**config.mk**
```make
export PLATFORM = sky130hd
export DESIGN_NAME = tsi_pattern_gen
export DESIGN_NICKNAME = d
export VERILOG_FILES = /design/src/rtl/tsi_pkg.sv /design/src/rtl/tsi_level_map.sv /design/src/rtl/tsi_shift_calc.sv /design/src/rtl/tsi_pattern_gen.sv
export SDC_FILE = /design/constraint.sdc
export NUM_CORES = 1
export LEC_CHECK = 0
export BUFFER_PORTS_ARGS = -buffer_cell sky130_fd_sc_hd__buf_2
export CAP_MARGIN = 20
export CORE_UTILIZATION = 30
export DETAILED_ROUTE_END_ITERATION = 8
export HOLD_SLACK_MARGIN = 0.1
export PLACE_DENSITY_LB_ADDON = 0.08
export SYNTH_ARGS = -nofsm -noshare
export SYNTH_HDL_FRONTEND = slang
export SYNTH_SLANG_ARGS = --single-unit
```
**constraint.sdc**
```tcl
create_clock -name clk -period 5.2 [get_ports clk]
set_input_delay 0.52 -clock clk [delete_from_list [all_inputs] [get_ports clk]]
set_output_delay 0.52 -clock clk [all_outputs]
set_load 0.03 [all_outputs]
```
**src/rtl/tsi_pkg.sv**
```systemverilog
package tsi_pkg;

    typedef enum logic [2:0] {
        PH_IDLE,
        PH_FLUSH,
        PH_HEAD,
        PH_WALK,
        PH_DONE
    } phase_e;

endpackage

```
**src/rtl/tsi_level_map.sv**
```systemverilog
module tsi_level_map (
    input  logic [1:0] pat_type,
    output logic       fill_lvl,
    output logic       tail_lvl,
    output logic       sens_lvl
);
    always_comb begin
        fill_lvl = pat_type[1];
        tail_lvl = ~pat_type[1];
        sens_lvl = pat_type[0] ? pat_type[1] : ~pat_type[1];
    end
endmodule

```
**src/rtl/tsi_shift_calc.sv**
```systemverilog
module tsi_shift_calc #(
    parameter int LEN_W = 8
) (
    input  logic [LEN_W-1:0] len_raw,
    input  logic [LEN_W-1:0] target,
    output logic [LEN_W-1:0] len_eff,
    output logic [LEN_W-1:0] walk_cnt
);
    logic [LEN_W-1:0] top_idx;

    always_comb begin
        len_eff  = (len_raw == '0) ? LEN_W'(1) : len_raw;
        top_idx  = len_eff - LEN_W'(1);
        walk_cnt = (target >= top_idx) ? '0 : (top_idx - target);
    end
endmodule

```
**src/rtl/tsi_pattern_gen.sv**
```systemverilog
module tsi_pattern_gen #(
    parameter int LEN_W = 8
) (
    input  logic             clk,
    input  logic             rst_n,
    input  logic             start,
    input  logic [1:0]       pat_type,
    input  logic [LEN_W-1:0] chain_len,
    input  logic [LEN_W-1:0] target_idx,
    output logic             bit_out,
    output logic             bit_valid,
    output logic             sens_flag,
    output logic             done
);
    import tsi_pkg::*;

    typedef struct packed {
        phase_e           phase;
        logic [LEN_W-1:0] cnt;
        logic [LEN_W-1:0] len;
        logic [LEN_W-1:0] walk;
        logic [1:0]       kind;
    } gen_state_t;

    gen_state_t st_d, st_q;

    logic             fill_lvl, tail_lvl, sens_lvl;
    logic [LEN_W-1:0] len_eff, walk_cnt;
    logic             accept;
    logic             last_cnt;

    tsi_level_map u_map (
        .pat_type (st_q.kind),
        .fill_lvl (fill_lvl),
        .tail_lvl (tail_lvl),
        .sens_lvl (sens_lvl)
    );

    tsi_shift_calc #(.LEN_W(LEN_W)) u_calc (
        .len_raw  (chain_len),
        .target   (target_idx),
        .len_eff  (len_eff),
        .walk_cnt (walk_cnt)
    );

    assign accept   = start && ((st_q.phase == PH_IDLE) || (st_q.phase == PH_DONE));
    assign last_cnt = (st_q.cnt == '0);

    always_comb begin
        st_d = st_q;
        if (accept) begin
            st_d.phase = PH_FLUSH;
            st_d.kind  = pat_type;
            st_d.len   = len_eff;
            st_d.walk  = walk_cnt;
            st_d.cnt   = len_eff - LEN_W'(1);
        end else begin
            case (st_q.phase)
                PH_FLUSH: begin
                    if (last_cnt) begin
                        st_d.phase = PH_HEAD;
                        st_d.cnt   = st_q.len - LEN_W'(1);
                    end else begin
                        st_d.cnt = st_q.cnt - LEN_W'(1);
                    end
                end
                PH_HEAD: begin
                    if (last_cnt) begin
                        if (st_q.walk == '0) begin
                            st_d.phase = PH_DONE;
                        end else begin
                            st_d.phase = PH_WALK;
                            st_d.cnt   = st_q.walk - LEN_W'(1);
                        end
                    end else begin
                        st_d.cnt = st_q.cnt - LEN_W'(1);
                    end
                end
                PH_WALK: begin
                    if (last_cnt) begin
                        st_d.phase = PH_DONE;
                    end else begin
                        st_d.cnt = st_q.cnt - LEN_W'(1);
                    end
                end
                default: ;
            endcase
        end
    end

    always_ff @(posedge clk or negedge rst_n) begin
        if (!rst_n) begin
            st_q <= '{phase: PH_IDLE, cnt: '0, len: '0, walk: '0, kind: 2'b00};
        end else begin
            st_q <= st_d;
        end
    end

    always_comb begin
        bit_out   = 1'b0;
        sens_flag = 1'b0;
        bit_valid = 1'b0;
        case (st_q.phase)
            PH_FLUSH: begin
                bit_valid = 1'b1;
                bit_out   = fill_lvl;
            end
            PH_HEAD: begin
                bit_valid = 1'b1;
                sens_flag = last_cnt;
                bit_out   = last_cnt ? sens_lvl : fill_lvl;
            end
            PH_WALK: begin
                bit_valid = 1'b1;
                bit_out   = tail_lvl;
            end
            default: ;
        endcase
        done = (st_q.phase == PH_DONE);
    end

endmodule

```
# Word-level counts from Yosys, hierarchy flattened
# Cells that the tools add are included.
# word_totals
output_inout_bits	4
inputBits	21
word_cells	48
regBits	29
# op_classes
addsub	5
n_eq_ne	9
n_lt_le_gt_ge	1
bitwise_logic	1
n_reduce_logical	10
n_mux	17
# op_table
op	n
$mux 8	6
$pmux 11 s3	1
$sub 8x1->8 const B	4
$logic_not 8->1	3
$mux 3	4
$ne 3x3->1 const B	4
$mux 11	1
$ge 8x8->1	1
$sub 8x8->8	1
$eq 3x2->1 const B	2
$mux 1	4
$ne 4x4->1 const B	1
$reduce_and 4->1	1
$reduce_bool 4->1	1
$eq 3x1->1 const B	1
$eq 3x3->1 const B	1
$logic_not 3->1	1
$pmux 1 s3	1
$reduce_and 3->1	1
$reduce_or 3->1	1
$logic_and 1x1->1	1
$logic_or 1x1->1	1
$not 1->1	1

# Longest topological paths before layout
# Gate-level depths: netlist of the first run.
# depth
ltp_word	5
mapped_depth	12
ltp_nobuf	12

# Modules after synthesis
# From an unflattened synthesis of the first run, not the netlist that was laid out.
# hier_totals
cells_unflattened	297
hier_area_um2	2509.9
# by_module_without_submodules
module	seq_area_each_um2	instances	cells_each	area_each_um2
tsi_pattern_gen	725.7	1	211	1925.6
tsi_shift_calc	0.0	1	83	564.3
tsi_level_map	0.0	1	3	20.0

# Worst setup path before layout of the first run
# Ideal clock, no wire load.
# synth_path
path_type	input to register
startpoint	in chain_len[2]
endpoint	reg st_q[7] (netlist name)
slack_ns	2.003
path_buffers	0
setup_ns	0.122
stages	11
required_ns	5.078
t_arrival_ns	3.076
path_cell_list	nor4_1 nor3b_1 a21oi_1 ha_1 inv_1 ha_1 nor2b_1 o31a_1 o21a_1 or3_1 a32o_1
# synth_between
elab_chain_len	5
word_cells_on_any_way	6
classes_between	add/sub: 2; order compare: 1; mux: 2; reduce/logical: 1
# synth_lines
item	line	rtl
start: declaration	tsi_pattern_gen.sv:8	input logic [LEN_W-1:0] chain_len,
$logic_not 8->1	tsi_shift_calc.sv:12	len_eff = (len_raw == '0) ? LEN_W'(1) : len_raw;
$mux 8 (*)	tsi_shift_calc.sv:12	
$sub 8x1->8 (*)	tsi_shift_calc.sv:13	top_idx = len_eff - LEN_W'(1);
$sub 8x8->8 or $ge 8x8->1 (tied branches)	tsi_shift_calc.sv:14	walk_cnt = (target >= top_idx) ? '0 : (top_idx - target);
$mux 8 (*)	tsi_shift_calc.sv:14	
end signal: assignment	tsi_pattern_gen.sv:93	st_q <= '{phase: PH_IDLE, cnt: '0, len: '0, walk: '0, kind: 2'b00};
end signal: assignment	tsi_pattern_gen.sv:95	st_q <= st_d;
end: declaration	tsi_pattern_gen.sv:25	gen_state_t st_d, st_q;
# Every way passes the cells marked *; elsewhere a longest branch is shown, timed or not.
# A chain may end at the register's enable or synchronous reset.

# Final worst setup path of the first run
# layout_path
startpoint	in chain_len[2]
endpoint	reg st_q[5] (netlist name)
# Same word-level chain as after synthesis.

==> implementation parameters, run 1 <==
Parameter                              Value

Flow run
  Maxcap violations ... 0

Global routing
  Wire length of the first global-routing pass ... between 10 and 15 mm
  Met3 Use GR ... 2.79%
  Maximum number of pins on one net before global-route repair ... 30
  Routing usage on met2 ... between 20% and 30%
  Number of global-route vias before repair ... 2028
  Leftover overflow at the end of global routing ... 0
  Antenna violations before repair ... 0
  Global routing usage on met1 ... roughly a quarter
  Total GRT Usage ... approximately 17%
  Busiest metal layer after global routing ... met2

Yosys
  Synthesized area divided by synthesized cell count ... ~8 um^2
  Synthesized cell area ... between 2000 and 2500 um^2
  EDFF count, synth ... 0
  Synth warnings ... 0
  Post-synth top flop ... dfrtp_1
  Biggest area contributors in the synthesized netlist ... dfrtp_1 (31%), nand2_1 (6.9%), ha_1 (6.4%), a21oi_1 (3.9%), o21ai_0 (3.6%)
  Most area-hungry cell type in the Yosys netlist ... dfrtp_1
  Post-synthesis net count ... 320
  Share of the synthesized area in the top cell type ... between 30% and 40%
  Cell variety after synth ... 55
  Share of the yosys chip area belonging to registers ... about 31%
  Async set-reset flop share out of synthesis ... 100%
  Number of synthesized register bits ... 29
  Synthesized netlist cell count ... around 290

Clock tree
  Setup fix buffers added after clock tree synthesis ... 0
  CTS tree ... done
  Clock latency reported for the late side of the worst-skew pair ... 0.29 ns
  Clock Sinks ... 29
  Clk root buf ... clkbuf_8
  Post-cts gate resize count ... 0
  Max H-tree Level ... 2
  Clock transition at the registers of the reported paths ... ~0.08 ns
  Cts-stage hold buffer count ... 0
  Number of buffers on the longest clock path ... 2
  Number of buffers added by the clock tree synthesis step ... 5

Setup path
  Required time at the worst-slack endpoint ... 5.39 ns
  Start-to-end type of the worst setup path ... input pin to flip-flop
  Critical path fanouts, max ... 5
  Critical path endpoint category ... flip-flop
  Arrival time at the worst endpoint ... around 3.7 ns
  Type of origin of the critical path ... input pin

Power
  Total power ... between 1 and 1.5 mW
  Net switching fraction of the power ... roughly two fifths
  Sequential share of power ... a little over a third
  Proportion of power drawn by the clock network ... a little under a fifth
  Leakage power ... ~1.1 nW
  Highest ir drop seen on vdd ... 0.132 mV
  Net switching power figure ... approximately 530 uW
  Comb power frac ... ~45%
  Power per cell area ... about 480 nW/um^2
  Internal power consumption ... about 730 uW

Floorplanning
  DIE HEIGHT ... around 90 um
  Overall die area ... just over 8000 um^2
  Core outline area ... approximately 7400 um^2
  Number of top-level design ports ... 25
  Number of cell rows ... 31
  Die Span X ... 90.2 um
  Starting Density ... 31.5%

Worst hold path
  Hold crit path type ... input pin to async pin

Finish
  Area growth from synthesis to final layout ... 13.3%
  Share of layout cells above drive strength 1 ... between 10% and 20%
  Most common cell after layout, fill and taps aside ... nand2_1
  FF/Latch Area ... 726 um^2
  Final Core Density ... a little over a third
  Largest registers in the final layout ... st_q (29)
  Finished layout cell area ... about 2600 um^2
  Max reg flops ... 29
  Number of inserted filler cells in the final layout ... approximately 780
  Register bank with the most flops ... st_q
  Inserted Diodes ... 0
  Area of the multi-input gates ... around 1500 um^2
  Final Net Count ... 340
  Top library cells by usage in the layout, fill and taps aside ... nand2_1 (43), dfrtp_1 (29), buf_2 (24)
  Post-Layout Cell Count ... 406

Detailed routing
  Total Routed Length ... approximately 6.4 mm
  Number of iterations in the first detailed-routing pass ... 4
  Total number of vias ... between 2000 and 2500
  Number of remaining DRC errors ... 0
  Detail-routed net length per standard cell ... around 16 um
  Iteration-0 DRC count of the detailed router ... 128
  Antenna violation net count after detailed routing ... 0
  DR vias/cell ... around 5.3

Timing
  Tcrit/Tclk final ... between 60% and 70%
  Max Clock Freq ... about 290 MHz
  Count of final max-slew check failures ... 0
  Minimum setup slack in the final design ... 1.70 ns
  Final worst hold slack ... 0.268 ns
  Setup tns final ... 0 ns
  Shortest clock period the worst path allows after layout ... approximately 3.5 ns
  Maximum clock skew at final layout ... approximately 0.010 ns
  Final Hold Vio Count ... 0
  Slew Limit Headroom ... a little over a third
  Worst Max-Slew Pin Slew ... 0.966 ns
  Count of endpoints failing setup in the final report ... 0
  Setup repair after global routing missed its margin ... no

Placed design
  Cell Count Post-Placement ... approximately 400
  Post-Place Setup Slack ... 1.48 ns
  Count of buffers inserted at the top-level ports ... 24
  Placement Cell Area ... 2530 um^2
  Sum of net half-perimeters after detailed placement ... 4.98 mm
  Final weighted congestion in routability-driven placement ... about 0.81

Run status
  Result of the run ... finished clean
-- cells in the mapped netlist (2+ instances only) --
cell	count
nor4_1	6
or3_1	5
clkbuf_1	8
xor2_1	9
and2_1	2
nor2b_1	2
xnor2_1	5
a22oi_1	2
o22ai_1	6
nor3b_1	6
nor4b_1	4
nand3b_1	2
or4_1	2
inv_1	19
a221o_1	3
dfrtp_1	29
nand2b_1	6
nor3_1	7
nor2_1	19
a2bb2oi_1	3
o21ai_0	17
a32o_1	4
nand4_1	2
a32oi_1	2
ha_1	12
a211oi_1	3
o21a_1	7
a21oi_1	18
mux2i_1	2
nand2_1	43
o31ai_1	7
-- routing by layer --
metal	vias up	part of all wire (%)
li1	1091	-
met1	997	49
met2	55	44
met3	7	5.0
met4	0	1.3
met5	-	0
-- worst paths after layout --
path | start | end | slack, ns | depth (start not counted)
setup reg to reg | st_q[18]$_DFFE_PN0P_ | st_q[19]$_DFFE_PN0P_ | 2.79 | 7
hold reg to reg | st_q[0]$_DFFE_PN0P_ | st_q[0]$_DFFE_PN0P_ | 0.49 | 2
min in group clk | pat_type[1] | st_q[1]$_DFFE_PN0P_ | 0.43 | 3
max in group asynchronous | rst_n | st_q[3]$_DFFE_PN0P_ | 4.50 | 1
setup / recovery | chain_len[2] | st_q[5]$_DFFE_PN0P_ | 1.70 | 11
hold / removal | rst_n | st_q[20]$_DFFE_PN0P_ | 0.27 | 1
-- power by group through the flow --
stage | clock network (mW) | logic, mW | registers, mW
global placement | 0 | 0.571 | 0.462
global route | 0.259 | 0.639 | 0.476
floorplan | 0 | 0.467 | 0.412
detailed placement | 0 | 0.567 | 0.461
CTS | 0.246 | 0.571 | 0.456
finish | 0.240 | 0.566 | 0.457
-- cell families after synthesis --
kind of cell | share of synthesized area (%)
AO/OA/AOI/OAI | 25.2
XOR/XNOR | 5.25
adder cells (fa/ha/maj) | 7.28
buffers and inverters | 5.41
flip-flops | 31.1
multiplexers | 0.857
AND/OR/NAND/NOR | 24.9
-- worst max-delay path: stages --
cell and delay [ns]:
buf_2 0.13, nor4_1 0.44, nor3b_1 0.38, a21oi_1 0.17
ha_1 0.37, fa_1 0.43, nand2b_1 0.20, a21oi_1 0.35
o221a_2 0.28, o21ai_0 0.15, o31ai_1 0.26
-- area by class of cell --
type,instances,area share (%)
timing repair buffer,25,4.82
clock buffer,5,2.60
sequential,29,27.4
tap,99,4.68
clock inverter,3,1.75
inverter,19,2.69
multi-input combinational,226,56.0
Note: power is estimated with default switching activity, not from simulation.
==> run 2, diff against run 1 <==
--- a/config.mk
+++ b/config.mk
@@ -5,6 +5,7 @@
 export SDC_FILE = /design/constraint.sdc
 export NUM_CORES = 1
 export LEC_CHECK = 0
+export ABC_AREA = 1
 export BUFFER_PORTS_ARGS = -buffer_cell sky130_fd_sc_hd__buf_2
 export CAP_MARGIN = 20
 export CORE_UTILIZATION = 30
==> constraint.sdc (replaced) <==
create_clock -name clk -period 3 [get_ports clk]
set_input_delay 0.3 -clock clk [delete_from_list [all_inputs] [get_ports clk]]
set_output_delay 0.3 -clock clk [all_outputs]
set_load 0.03 [all_outputs]
==> run 2 against run 1 <==
Effect of this change: total power grew 110%; non-clock buffer count grew 2; sequential share of layout area shrank 2.0 points.
==> implementation parameters, run 2 <==
Parameter                              Value

Flow run
  Maxcap violations ... 0 (unchanged)

Yosys
  Most area-hungry cell type in the Yosys netlist ... dfrtp_1
  List of most frequent post-synthesis cells ... nand2_1 (124), inv_1 (58), nand3_1 (34)
  Synthesized area divided by synthesized cell count ... 6.58 um^2 (-19%)
  Share of the yosys chip area belonging to registers ... 28.6% (-2.5 points)
  Synthesized cell area ... 2540 um^2 (+8.8%)
  Cell variety after synth ... 36 (-35%)
  Async set-reset flop share out of synthesis ... 100% (unchanged)
  Synthesized netlist cell count ... 386 (+35%)
  Post-synthesis net count ... 420 (+31%)
  Post-synth top flop ... dfrtp_1
  Share of the synthesized area in the top cell type ... 28.6% (-2.5 points)
  Biggest area contributors in the synthesized netlist ... dfrtp_1 (29%), nand2_1 (18%), inv_1 (8.6%), nand3_1 (6.7%), ha_1 (5.9%)
  Number of synthesized register bits ... 29 (unchanged)
  Synth warnings ... 0 (unchanged)
  EDFF count, synth ... 0 (unchanged)
  Most repeated cell in the gate-level netlist after synthesis ... nand2_1

Setup path
  Crit path max-delay family ... compound AO/OA/AOI/OAI gates
  Type of origin of the critical path ... input pin
  Cell Chain, Critical Path ... buf_2 > inv_1 > nand2_1 > inv_1 > a21oi_1 > ha_1 > nand2_1 > o21ai_0 > o21a_1 > inv_1 > ha_1 > nand2_1 > inv_1 > nand3_1 > o21ai_0 > xor2_1 > nand2_1 > nand2_1
  CP peak stage delay ... 0.33 ns (-0.11 ns)
  Critical-path top delay cell ... ha_1
  R2r setup slk ... 1.15 ns (-1.64 ns)
  Start-to-end type of the worst setup path ... input pin to flip-flop
  Arrival time at the worst endpoint ... 2.81 ns (-0.89 ns)
  Required time at the worst-slack endpoint ... 3.22 ns (-2.17 ns)
  Most prevalent standard cell on the critical path ... nand2_1
  Critical path endpoint category ... flip-flop
  Count of buffer and inverter cells on the critical path ... 5 (+4)
  Critical path fanouts, max ... 4 (-1)

Finish
  Register bank with the most flops ... st_q
  Area growth from synthesis to final layout ... 12.4%
  Most common cell after layout, fill and taps aside ... nand2_1
  Max reg flops ... 29 (unchanged)
  Share of layout cells above drive strength 1 ... 12.5% (-1.2 points)
  Final Net Count ... 449 (+32%)
  Post-Layout Cell Count ... 520 (+28%)
  Finished layout cell area ... 2860 um^2 (+7.8%)
  Top library cells by usage in the layout, fill and taps aside ... nand2_1 (124), inv_1 (58), nand3_1 (34)
  Largest registers in the final layout ... st_q (29)
  Inserted Diodes ... 0 (unchanged)

Detailed routing
  Detail-routed net length per standard cell ... 13.1 um (-17%)
  DR vias/cell ... 4.68 (-12%)
  Total number of vias ... 2432 (+13%)
  Number of remaining DRC errors ... 0 (unchanged)
  Antenna violation net count after detailed routing ... 0 (unchanged)
  Number of iterations in the first detailed-routing pass ... 4 (unchanged)
  Total Routed Length ... 6.82 mm (+5.9%)
  Iteration-0 DRC count of the detailed router ... 124 (-3.1%)

Clock tree
  Max H-tree Level ... 2 (unchanged)
  CTS tree ... done
  Clock Sinks ... 29 (unchanged)
  Clock latency reported for the late side of the worst-skew pair ... 0.28 ns (about the same)
  Setup fix buffers added after clock tree synthesis ... 0 (unchanged)
  Number of buffers added by the clock tree synthesis step ... 5 (unchanged)
  Cts-stage hold buffer count ... 0 (unchanged)
  Clk root buf ... clkbuf_8
  Clock transition at the registers of the reported paths ... 0.07 ns (about the same)
  Number of buffers on the longest clock path ... 2 (unchanged)
  Post-cts gate resize count ... 0 (unchanged)

Timing
  Setup repair after global routing missed its margin ... no
  Slew Limit Headroom ... 51.3% (+16 points)
  Max Clock Freq ... approximately 390 MHz
  Final worst hold slack ... 0.0731 ns (-0.195 ns)
  Minimum setup slack in the final design ... 0.412 ns (-1.29 ns)
  Tcrit/Tclk final ... a little under nine tenths
  Final Hold Vio Count ... 0 (unchanged)
  Worst Max-Slew Pin Slew ... 0.731 ns (-0.235 ns)
  Shortest clock period the worst path allows after layout ... roughly 2.6 ns
  Maximum clock skew at final layout ... 0.00649 ns (-0.00372 ns)
  Count of final max-slew check failures ... 0 (unchanged)
  Count of endpoints failing setup in the final report ... 0 (unchanged)
  Setup tns final ... 0 ns (unchanged)

Global routing
  Antenna violations before repair ... 0 (unchanged)
  Number of global-route vias before repair ... 2511 (+24%)
  Maximum number of pins on one net before global-route repair ... 30 (unchanged)
  Wire length of the first global-routing pass ... 12.1 mm (+12%)
  Total GRT Usage ... 17.9% (+0.99 points)
  Leftover overflow at the end of global routing ... 0 (unchanged)

Power
  Highest ir drop seen on vdd ... 0.237 mV (+79%)
  Leakage power ... 1.56 nW (+36%)
  Power per cell area ... 924 nW/um^2 (+94%)

Floorplanning
  Overall die area ... 8840 um^2 (+8.6%)
  Starting Density ... 30.9% (-0.60 points)
  DIE HEIGHT ... 94.0 um (+4.2%)
  Number of cell rows ... 33 (+6.5%)
  Number of top-level design ports ... 25 (unchanged)
  Core outline area ... 8220 um^2 (+11%)
  Die Span X ... 94.0 um (+4.2%)

Run status
  Result of the run ... finished clean

Placed design
  Final weighted congestion in routability-driven placement ... 0.801 (-1.1%)
  Placement Cell Area ... 2770 um^2 (+9.3%)
  Cell Count Post-Placement ... 513 (+29%)
  Count of buffers inserted at the top-level ports ... 24 (unchanged)
  Post-Place Setup Slack ... 0.118 ns (-1.36 ns)
  Sum of net half-perimeters after detailed placement ... 5.43 mm (+9.1%)

Worst hold path
  Hold crit path type ... input pin to async pin
==> run 2: cell types whose count changed after synthesis, sizes merged, moves of 9 or more <==
cell,previous run,this run
nand2,44,131
inv,19,62
nand3,0,35
nor2,21,37
a21oi,19,9
clkbuf,9,0
==> run 2: per-stage QoR <==
stage	utilization [%]	power, mW
after floorplan	-	1.95
after global placement	33.7	2.35
after detailed placement	33.7	2.33
after CTS	34.7	2.68
after global routing	34.7	2.98
final	34.7	2.64
==> run 2: logic make-up after synthesis <==
logic type                 Yosys count  synth area share, %
and+or+nand+nor                    220                 38.9
buffers and inverters               67                 11.2
AOI/OAI and AO/OA                   46                 10.9
DFF                                 29                 28.6
adders and majority gates           13                 6.70
xor gates and xnor gates            11                 3.79
==> run 2: final timing paths <==
check                      cells after the start                  from              endpoint
setup / recovery                              18          chain_len[6]   st_q[7]$_DFFE_PN0P_
hold / removal                                 1                 rst_n   st_q[2]$_DFFE_PN0P_
setup reg to reg                               9  st_q[18]$_DFFE_PN0P_  st_q[20]$_DFFE_PN0P_
hold reg to reg                                2   st_q[0]$_DFFE_PN0P_   st_q[0]$_DFFE_PN0P_
max in group asynchronous                      1                 rst_n  st_q[12]$_DFFE_PN0P_
min in group clk                               3           pat_type[0]   st_q[0]$_DFFE_PN0P_
==> run 2: worst register-to-register path, cell delays in order (launching register included) <==
cell,delay (ns)
dfrtp_1,0.38
inv_1,0.12
ha_1,0.27
nand2_2,0.11
nor2_4,0.30
nand2_2,0.16
nand2_4,0.15
inv_4,0.07
nand3_1,0.10
nand2_1,0.06
==> run 2: report_power, final <==
part / total, mW / switching (mW) / internal (mW) / leakage (nW)
Clock: 0.333 / 0.151 / 0.182 / 0.0443
Combinational: 1.54 / 0.988 / 0.551 / 1.15
Sequential: 0.767 / 0.191 / 0.576 / 0.363
Total: 2.64 / 1.33 / 1.31 / 1.56
==> run 2: final cells by class <==
type                            count  area [um^2]
Multi-Input combinational cell    290         1530
Inverter                           62          238
Tap cell                          105          131
Timing Repair Buffer               27          143
Fill cell                         945         5360
Clock buffer                        7         86.3
Sequential cell                    29          726
==> run 2: metal layers <==
| layer | track usage, % | vias to the layer above | wire (um) |
|---|---|---|---|
| li1 | - | 1291 | - |
| met1 | 23.8 | 1088 | 3470 |
| met2 | 30.2 | 46 | 3040 |
| met3 | 2.75 | 7 | 212 |
| met4 | 4.49 | 0 | 106 |
| met5 | 0 | - | 0 |
==> run 3, diff against run 2 <==
--- a/config.mk
+++ b/config.mk
@@ -6,9 +6,10 @@
 export NUM_CORES = 1
 export LEC_CHECK = 0
 export ABC_AREA = 1
-export BUFFER_PORTS_ARGS = -buffer_cell sky130_fd_sc_hd__buf_2
+export BUFFER_PORTS_ARGS = -buffer_cell sky130_fd_sc_hd__buf_4
 export CAP_MARGIN = 20
 export CORE_UTILIZATION = 30
+export CTS_BUF_LIST = sky130_fd_sc_hd__clkbuf_16
 export DETAILED_ROUTE_END_ITERATION = 8
 export HOLD_SLACK_MARGIN = 0.1
 export PLACE_DENSITY_LB_ADDON = 0.08
==> run 3 against run 2 <==
Effect of this change: cell area grew 5.1%; register-to-register slack is essentially flat; flip-flop and latch count is the same; critical path depth is the same; setup slack lost 0.056 ns; clock skew shrank 0.0036 ns; highest routed layer unchanged; sequential share of layout area shrank 1.2 points; clock power grew 71%; die area is the same; non-clock buffer count grew 1; largest power group unchanged; global-route usage grew 0.35 points.
==> implementation parameters, run 3 (synthesis results as in run 2) <==
Parameter                              Value

Detailed routing
  Total met3 wirelength after detailed routing ... 258 um (+22%)
  Antenna violation net count after detailed routing ... 0 (unchanged)
  Number of remaining DRC errors ... 0 (unchanged)
  Met1 wire length ... 3.53 mm (+1.8%)
  Total Routed Length ... 7.17 mm (+5.2%)
  Total number of vias ... 2466 (+1.4%)
  Detail-routed net length per standard cell ... 13.7 um (+4.8%)
  DR vias/cell ... 4.72 (+1.0%)
  WL met2 ... 3.29 mm (+8.3%)
  Iteration-0 DRC count of the detailed router ... 86 (-31%)
  Number of iterations in the first detailed-routing pass ... 4 (unchanged)
  Top metal layer carrying routed signals ... met4

Setup path
  Type of origin of the critical path ... input pin
  Critical path fanouts, max ... 4 (unchanged)
  Most prevalent standard cell on the critical path ... nand2_1
  Critical path endpoint category ... flip-flop
  R2r setup slk ... 1.14 ns (about the same)
  Critical-path top delay cell ... ha_1
  CP peak stage delay ... 0.36 ns (+0.03 ns)
  Cell Chain, Critical Path ... buf_4 > inv_1 > nand2_1 > inv_1 > a21oi_1 > ha_1 > nand2_1 > o21ai_0 > o21a_1 > inv_1 > ha_1 > nand2_1 > inv_1 > nand3_1 > o21ai_0 > xor2_1 > nand2_1 > nand2_1
  End point of the critical path ... st_q[7]$_DFFE_PN0P_
  Count of buffer and inverter cells on the critical path ... 5 (unchanged)
  Crit path max-delay family ... compound AO/OA/AOI/OAI gates
  Arrival time at the worst endpoint ... 2.86 ns (+0.05 ns)
  Reg-to-reg endpoint ... st_q[20]$_DFFE_PN0P_
  Start of the worst register-to-register path ... st_q[26]$_DFFE_PN0P_
  Start-to-end type of the worst setup path ... input pin to flip-flop
  Required time at the worst-slack endpoint ... 3.22 ns (about the same)
  Number of cell instances on the worst register-to-register path ... 6 (-3)
  Beginning of the critical path ... chain_len[6]
  Total number of cells along the worst setup path ... 18 (unchanged)

Timing
  Maximum clock skew at final layout ... 0.00293 ns (-0.00357 ns)
  Count of final max-slew check failures ... 0 (unchanged)
  Count of endpoints failing setup in the final report ... 0 (unchanged)
  Setup repair after global routing missed its margin ... no
  Worst Max-Slew Pin Slew ... 0.425 ns (-0.306 ns)
  Shortest clock period the worst path allows after layout ... 2.64 ns (+0.0563 ns)
  Slew Limit Headroom ... 71.6% (+20 points)
  Final Hold Vio Count ... 0 (unchanged)
  Setup tns final ... 0 ns (unchanged)
  Minimum setup slack in the final design ... 0.356 ns (-0.0563 ns)
  Max Clock Freq ... 378 MHz (-2.1%)
  Tcrit/Tclk final ... 88.1% (+1.9 points)

Finish
  Final Core Density ... 36.5% (+1.8 points)
  Max reg flops ... 29 (unchanged)
  Largest registers in the final layout ... st_q (29)
  Post-Layout Cell Count ... 522 (+0.38%)
  Top library cells by usage in the layout, fill and taps aside ... nand2_1 (124), inv_1 (59), nand3_1 (34)
  Register bank with the most flops ... st_q
  Inserted Diodes ... 0 (unchanged)
  Final Net Count ... 450 (+0.22%)
  Area growth from synthesis to final layout ... 18.1%
  Most common cell after layout, fill and taps aside ... nand2_1
  Number of inserted filler cells in the final layout ... 939 (-0.63%)
  Share of layout cells above drive strength 1 ... 12.5% (-0.060 points)

Clock tree
  Clk root buf ... clkbuf_16
  Setup fix buffers added after clock tree synthesis ... 0 (unchanged)
  Clock transition at the registers of the reported paths ... 0.05 ns (-0.02 ns)
  Clock latency reported for the late side of the worst-skew pair ... 0.28 ns (about the same)
  CTS tree ... done
  Number of buffers added by the clock tree synthesis step ... 5 (unchanged)
  Number of buffers on the longest clock path ... 2 (unchanged)
  Post-cts gate resize count ... 0 (unchanged)
  Clock Sinks ... 29 (unchanged)
  Max H-tree Level ... 2 (unchanged)

Placed design
  Sum of net half-perimeters after detailed placement ... 5.64 mm (+3.8%)
  Count of buffers inserted at the top-level ports ... 24 (unchanged)
  Post-Place Setup Slack ... 0.0836 ns (-0.0342 ns)
  Final weighted congestion in routability-driven placement ... 0.795 (-0.75%)
  Cell Count Post-Placement ... 513 (unchanged)

Global routing
  Leftover overflow at the end of global routing ... 0 (unchanged)
  Antenna violations before repair ... 0 (unchanged)
  Total GRT Usage ... 18.3% (+0.35 points)
  Number of global-route vias before repair ... 2509 (-0.080%)
  Maximum number of pins on one net before global-route repair ... 30 (unchanged)
  Wire length of the first global-routing pass ... 12.3 mm (+1.4%)

Worst hold path
  Hold crit path type ... input pin to flip-flop

Floorplanning
  Number of top-level design ports ... 25 (unchanged)
  Die Span X ... 94.0 um (unchanged)
  Starting Density ... 30.9% (unchanged)
  Overall die area ... 8840 um^2 (unchanged)
  Number of cell rows ... 33 (unchanged)
  Core outline area ... 8220 um^2 (unchanged)
  DIE HEIGHT ... 94.0 um (unchanged)

Flow run
  Maxcap violations ... 0 (unchanged)

Power
  Leakage power ... 1.62 nW (+3.9%)
  Power per cell area ... 969 nW/um^2 (+4.9%)
  Total power ... 2.91 mW (+10%)
  Highest ir drop seen on vdd ... 0.264 mV (+12%)

Run status
  Result of the run ... finished clean
[run 3: cell count changes in the layout (fill, tap and decap cells not counted)]
cell	before	now
buf_4	3	27
inv_1	58	59
clkinv_1	0	1
bufinv_16	0	1
buf_2	24	0
clkbuf_8	6	0
clkbuf_1	1	0
clkbuf_16	0	5
dlygate4sd3_1	0	1
[run 3: how the worst min path moves through the flow]
stage                      startpoint                  end  slack, ns  cells past startpoint
final                     pat_type[0]  st_q[0]$_DFFE_PN0P_       0.22                      3
after CTS                 pat_type[0]  st_q[0]$_DFFE_PN0P_       0.22                      3
after detailed placement        rst_n  st_q[8]$_DFFE_PN0P_       0.28                      1
after global routing      pat_type[0]  st_q[0]$_DFFE_PN0P_       0.22                      3
after floorplan                 rst_n  st_q[0]$_DFFE_PN0P_      0.004                      0
after global placement          rst_n  st_q[8]$_DFFE_PN0P_       0.28                      1
[run 3: what timing repair did]
| action | in CTS | in global routing |
|---|---|---|
| hold buffers | 1 | 0 |
| setup endpoints to repair | 0 | 0 |
| endpoints found under the hold margin | 29 | 0 |
[run 3: power by group]
group	switching (mW)	internal (mW)	total (mW)
Clock	0.185	0.385	0.570
Sequential	0.192	0.576	0.768
Combinational	1.00	0.570	1.57
Total	1.38	1.53	2.91
[run 3: tightest hold or removal path, cell delays in order]
cell and delay [ns]:
buf_4 0.08, nand2_1 0.04, nand2_1 0.05
[run 3: area by class of cell]
type	count	area (um^2)	area share, %
tap	105	131	4.38
sequential	29	726	24.2
multi-input combinational	290	1530	51.0
timing repair buffer	28	213	7.09
inverter	62	238	7.92
clock inverter	3	37.5	1.25
clock buffer	5	125	4.17
[run 3: per-layer routing]
| metal | up-vias | global-route usage (%) |
|---|---|---|
| met5 | - | 0 |
| met4 | 0 | 5.13 |
| met3 | 8 | 3.88 |
| met2 | 44 | 30.1 |
| met1 | 1128 | 24.0 |
| li1 | 1286 | - |
[run 3: metrics by stage]
stage | cell area, um^2 | hold WS [ns]
floorplan | 2540 | 0.00441
global placement | 2830 | 0.275
detailed placement | 2830 | 0.278
CTS | 3000 | 0.217
global route | 3000 | 0.222
finish | 3000 | 0.221
